File: src/rtl/sigmon_pkg.sv
package sigmon_pkg;

    // settled sample and its rising-edge flag
    typedef struct packed {
        logic level;
        logic rise;
    } samp_t;

    typedef enum logic {
        LINK_ABSENT  = 1'b0,
        LINK_PRESENT = 1'b1
    } link_e;

    function automatic int timer_w(input int limit);
        return (limit > 2) ? $clog2(limit) : 1;
    endfunction

endpackage

File: src/rtl/sigmon_sync.sv
module sigmon_sync #(
    parameter int STAGES = 2
) (
    input  logic clk,
    input  logic rst,
    input  logic raw_i,
    output logic safe_o
);
    logic [STAGES-1:0] chain_q;

    generate
        for (genvar i = 0; i < STAGES; i++) begin : g_stage
            always_ff @(posedge clk) begin
                if (rst) begin
                    chain_q[i] <= 1'b0;
                end else if (i == 0) begin
                    chain_q[i] <= raw_i;
                end else begin
                    chain_q[i] <= chain_q[(i > 0) ? i - 1 : 0];
                end
            end
        end
    endgenerate

    assign safe_o = chain_q[STAGES-1];
endmodule

File: src/rtl/sigmon_edge.sv
module sigmon_edge
    import sigmon_pkg::*;
(
    input  logic  clk,
    input  logic  rst,
    input  logic  safe_i,
    output samp_t samp_o
);
    logic prev_q;

    always_ff @(posedge clk) begin
        if (rst) prev_q <= 1'b0;
        else     prev_q <= safe_i;
    end

    always_comb begin
        samp_o.level = safe_i;
        samp_o.rise  = safe_i & ~prev_q;
    end
endmodule

File: src/rtl/sigmon_watch.sv
module sigmon_watch
    import sigmon_pkg::*;
#(
    parameter int TIMEOUT = 512
) (
    input  logic  clk,
    input  logic  rst,
    input  logic  rise_i,
    output link_e link_o
);
    localparam int TW = timer_w(TIMEOUT);
    localparam logic [TW-1:0] LAST = TW'(TIMEOUT - 1);

    logic [TW-1:0] timer_q;
    link_e         link_q;

    always_ff @(posedge clk) begin
        if (rst) begin
            timer_q <= '0;
            link_q  <= LINK_ABSENT;
        end else if (rise_i) begin
            // edge has priority over an expiring timer
            timer_q <= '0;
            link_q  <= LINK_PRESENT;
        end else if (link_q == LINK_PRESENT) begin
            if (timer_q == LAST) begin
                timer_q <= '0;
                link_q  <= LINK_ABSENT;
            end else begin
                timer_q <= timer_q + 1'b1;
            end
        end
    end

    assign link_o = link_q;
endmodule

File: src/rtl/sigmon_top.sv
module sigmon_top
    import sigmon_pkg::*;
#(
    parameter int SYNC_STAGES = 2,
    parameter int TIMEOUT     = 512,
    parameter int CNT_W       = 4
) (
    input  logic             clk,
    input  logic             rst,
    input  logic             sig_i,
    output logic             edge_o,
    output logic             present_o,
    output logic [CNT_W-1:0] cnt_o
);
    logic             safe;
    samp_t            samp;
    link_e            link;
    logic [CNT_W-1:0] cnt_q;

    sigmon_sync #(.STAGES(SYNC_STAGES)) u_sync (
        .clk(clk), .rst(rst), .raw_i(sig_i), .safe_o(safe)
    );

    sigmon_edge u_edge (
        .clk(clk), .rst(rst), .safe_i(safe), .samp_o(samp)
    );

    sigmon_watch #(.TIMEOUT(TIMEOUT)) u_watch (
        .clk(clk), .rst(rst), .rise_i(samp.rise), .link_o(link)
    );

    always_ff @(posedge clk) begin
        if (rst)            cnt_q <= '0;
        else if (samp.rise) cnt_q <= cnt_q + 1'b1;
    end

    assign edge_o    = samp.rise;
    assign present_o = (link == LINK_PRESENT);
    assign cnt_o     = cnt_q;
endmodule

File: config.mk
export PLATFORM = sky130hd
export DESIGN_NAME = sigmon_top
export DESIGN_NICKNAME = d
export VERILOG_FILES = /design/src/rtl/sigmon_pkg.sv /design/src/rtl/sigmon_sync.sv /design/src/rtl/sigmon_edge.sv /design/src/rtl/sigmon_watch.sv /design/src/rtl/sigmon_top.sv
export SDC_FILE = /design/constraint.sdc
export NUM_CORES = 1
export LEC_CHECK = 0
export BUFFER_PORTS_ARGS = -buffer_cell sky130_fd_sc_hd__buf_2
export CAP_MARGIN = 20
export CORE_UTILIZATION = 53
export CTS_CLUSTER_DIAMETER = 120
export CTS_CLUSTER_SIZE = 28
export DETAILED_ROUTE_END_ITERATION = 8
export HOLD_SLACK_MARGIN = 0.03
export PLACE_DENSITY_LB_ADDON = 0.15
export SYNTH_ARGS = -nofsm -noshare
export SYNTH_HDL_FRONTEND = slang
export SYNTH_SLANG_ARGS = --single-unit
File: constraint.sdc
create_clock -name clk -period 2.1 [get_ports clk]
set_input_delay 0.105 -clock clk [delete_from_list [all_inputs] [get_ports clk]]
set_output_delay 0.105 -clock clk [all_outputs]
set_load 0.005 [all_outputs]
==> results.md <==
- The count of yosys warnings during synthesis is 0.
- The minimum setup slack in the final design is 432 ps.
- The number of antenna violations at the first check in global routing came to 0.
- In this run, the clock network consumes 32.4% of the power.
- The required time at the worst-slack endpoint is 2330 ps.
- The number of routed nets with antenna violations is 0.
- Buffers inserted to repair hold after CTS numbered 1.
- The routed layout has 528 vias.
- The portion of the clock cycle consumed by the worst path in the final layout is 79.4%.
- The adder-cell share of the synthesized area is 6.75%.
- For this design the total switching power over the nets is 124 µW.
- Setup violations remaining at the end of the flow were counted as 0.
- Dividing total power by cell area gives a power density of 668 nW/µm².
- In this run the number of H-tree levels came out at 1.
- For this run, the slowest stage of the critical path takes 510 ps.
- The part of the Yosys area used for sequential elements is 45.9%.
- The startpoint kind of the worst setup timing path is a register.
- The congestion estimate from routability-driven global placement came to 0.751.
- The fraction of the mapped netlist area in compound gates is 6.41%.
- Ranked by instance count, the synthesized netlist is headed by sky130_fd_sc_hd__dfxtp_1, sky130_fd_sc_hd__nor2_1, sky130_fd_sc_hd__a21oi_1, sky130_fd_sc_hd__nand2_1, sky130_fd_sc_hd__xor2_1.
- Counting flops and latches in the post-synthesis netlist gives 17.
- The run finished with clean final reports.
- The final-report max-slew violation count came to 0.
- Cells with a size suffix above 1 make up 17.6% of the layout.
- Fill cells in the final layout number 116.
- After detailed placement, the total cell area comes to 767 µm².
- A synthesized cell averages 9.89 µm².
- The type of element capturing the critical path is a register.
- In the synthesized netlist the dominant register cell turns out to be sky130_fd_sc_hd__dfxtp_1.
- The library cell used as clock root buffer is sky130_fd_sc_hd__clkbuf_4.
- The top fanout value on the critical path is 3.
- After synthesis, the largest family of logic cells by area is simple AND/OR/NAND/NOR gates.
- The worst-case setup slack after placement is 485 ps.
- After synthesis, the share of flip-flops with an asynchronous set or reset is 0%.
- The highest achievable clock rate is 599 MHz.
- In this run switching power makes up 23.2% of total power.
- The total count of hold-check failures in the final report came to 0.
- The setup skew after layout is 5.22 ps.
- The most frequent cell on the critical path is sky130_fd_sc_hd__ha_1.
- The clock passes through at most 2 buffers.
- Counting both buffers and inverters, the worst setup path holds a total of 0.
- The max-cap check violation count is 0.
- The total wire length is 1.14 mm.
- The leakage component of the power is 0.000348 µW.
- The worst slew slack as a fraction of its limit is 72.6%.
- After clock tree synthesis, the repair step resized 0 gates.
- The die area is 1550 µm².
- In this run the biggest area consumer among cell types represents 45.9% of the synthesized area.
- The total global routing overflow is 0.
- The largest vdd supply drop is 416 µV.
- With fillers left out, the area of the finished cells amounts to 805 µm².
- The post-route total power is 537 µW.
- The number of standard cells after synthesis is 75.
- The portion of total power attributed to sequential cells is 62.5%.
- The detailed-placement wirelength estimate is 832 µm.
- The height of the die is 39.4 µm.
- The worst hold path startpoint is rst.
- By area the synthesized netlist is led by sky130_fd_sc_hd__dfxtp_1, sky130_fd_sc_hd__ha_1, sky130_fd_sc_hd__xor2_1.
- The worst path needs 1670 ps of the cycle, external delays included.
- The sink count of the clock tree is 17.
- In this design, the largest share of critical-path delay is due to simple AND/OR/NAND/NOR gates.
- Port buffering added 8 buffers.
- The area of the core is 1300 µm².
- At the pin with the least slew margin, the transition time is 411 ps.
- The slowest cell on the critical path is sky130_fd_sc_hd__or4_1.
- Once the floorplan was initialized, standard cells occupied 57.0% of the core.
- The proportion of synthesized area in mux cells is 5.56%.
- The first global-routing pass estimated 1.73 mm of wire.
- The internal power of the cells totals 413 µW.
- In the final layout, the multi-input gates occupy 364 µm².
- The startpoint of the worst register-to-register path is u_watch.timer_q[0]$_SDFFE_PP0P_.
- Setup repair after global routing left no endpoint under its margin.
- The insertion delay of the later-clocked pin in the worst-skew pair is 290 ps.
- Counting the buffers created by CTS gives 3.
- The vias per cell is 5.28.
- The area overhead of the layout relative to synthesis is 8.43%.
- The I/O pin count is 9.
- The area of all sequential standard cells is 340 µm².
- Walking the worst path, the cells encountered are ha_1 > nand3_1 > nor2_1 > ha_1 > or4_1 > a21oi_1.
- The setup TNS after final layout is 0 ps.
- After detailed routing, the number of remaining DRC violations is 0.
- The total routing usage reported by global routing is 18.1%.
- The number of placed instances, taps included is 95.
- The via count of the first global-routing pass is 403.
- The synthesized netlist contains 21 unique library cells.
- The die is 39.4 µm wide.
- After Yosys synthesis, and, or, nand and nor cells account for 24.5% of the synthesized area.
- At the end of the flow, the number of nets in the layout was 93.
- TritonCTS built the clock tree.
- The finished layout holds 100 standard cells, fillers aside.
- Summing the areas of all xor and xnor instances in the mapped netlist gives 5.90% of the synthesized area.
- The floorplan has 13 rows.
- The average wire per standard cell is 11.4 µm.
- The largest total area in the synthesized netlist belongs to sky130_fd_sc_hd__dfxtp_1.
- The number of optimization iterations in the first detailed-route pass is 4.
- The synthesized netlist occupies a cell area of 742 µm².
- For the worst setup path, the data arrival time is 1890 ps.
- When the netlist entered floorplanning its net count stood at 82.
- The number of inserted diodes is 0.
- The maximum number of pins on one net before global-route repair is 11.
- The worst min-delay path category is primary input to register.
- The synthesized design contains 0 enable-type register cells.
- The worst setup path startpoint is u_watch.timer_q[0]$_SDFFE_PP0P_.
- Post-CTS timing repair inserted 0 buffers for setup.
- For this block, the initial DRC count from the detailed router was 13.
- Per report_power, the combinational group accounts for 5.0% of the total.
- The worst setup path is of the register to register kind.
- After clock tree synthesis, the clock-pin slew on the worst setup and hold paths is 100 ps.
- The dominant cell by count in the synthesized netlist is sky130_fd_sc_hd__dfxtp_1.
power groups by stage:
stage               clock (µW)  sequential (µW)  combinational (µW)
finish                     174              336                27.1
global route               199              337                29.6
CTS                        181              336                27.3
detailed placement           0              343                25.7
global placement             0              343                25.0
floorplan                    0              340                24.8
per-stage QoR:
stage | hold WS (ps) | utilization (%)
final | 90.9 | 61.8
after global routing | 76.0 | 61.8
after CTS | 82.7 | 61.8
after detailed placement | 328 | 58.9
after global placement | 328 | 58.9
after floorplan | 233 | -
cells by family (layout without fill, tap and decap cells):
group,Yosys count,after routing
flip-flops,17,17
AND/OR/NAND/NOR,32,32
XOR/XNOR,5,5
multiplexers,4,4
buffers and inverters,4,14
AO/OA/AOI/OAI,9,9
adder cells (fa/ha/maj),4,4
layer usage:
metal / share of wire [%] / vias up / GRT usage (%)
met2: 40 / 12 / 23.0
met4: 1.1 / 0 / 12.9
li1: - / 278 / -
met1: 55 / 236 / 23.2
met5: 0 / - / 0
met3: 3.4 / 2 / 8.52
worst paths after layout:
path,to,slack [ps],cells after the start
min,cnt_o[3]$_SDFFE_PP0P_,90,2
min reg2reg,u_sync.safe_o$_SDFF_PP0_,460,1
max reg2reg,u_watch.timer_q[7]$_SDFFE_PP0P_,430,6
max,u_watch.timer_q[7]$_SDFFE_PP0P_,430,6
cell type report:
class                           instances  share of cell area [%]
Clock buffer                            3                    2.80
Clock inverter                          1                   0.622
Inverter                                1                   0.467
Multi-Input combinational cell         54                    45.3
Sequential cell                        17                    42.3
Tap cell                               15                    2.33
Timing Repair Buffer                    9                    6.22
worst register-to-register path: cells and delay by family, from the launching register on:
family	cells	cell delay (ps)
and+or+nand+nor	3	650
adders and majority gates	2	440
DFF	1	370
AOI/OAI and AO/OA	1	140
placed cells by master (no fill, tap or decap), drive strengths merged:
cell type,n
nand3,2
nand2,5
nand3b,2
nand4,3
nor2,10
dfxtp,17
nor2b,3
ha,4
mux2,1
a21oi,5
o21ai,3
or3,3
inv,1
clkinv,1
nand2b,2
mux2i,3
or4,1
o211ai,1
xor2,5
dlygate4sd3,1
clkbuf,3
or2b,1
buf,8
flip-flops by register name (all words and copies together) (netlist names):
register         count
cnt_o                4
u_sync.safe_o        1
u_sync.chain_q       1
u_edge.prev_q        1
u_watch.timer_q      9
u_watch.link_o       1
(Power assumes the default switching activity.)
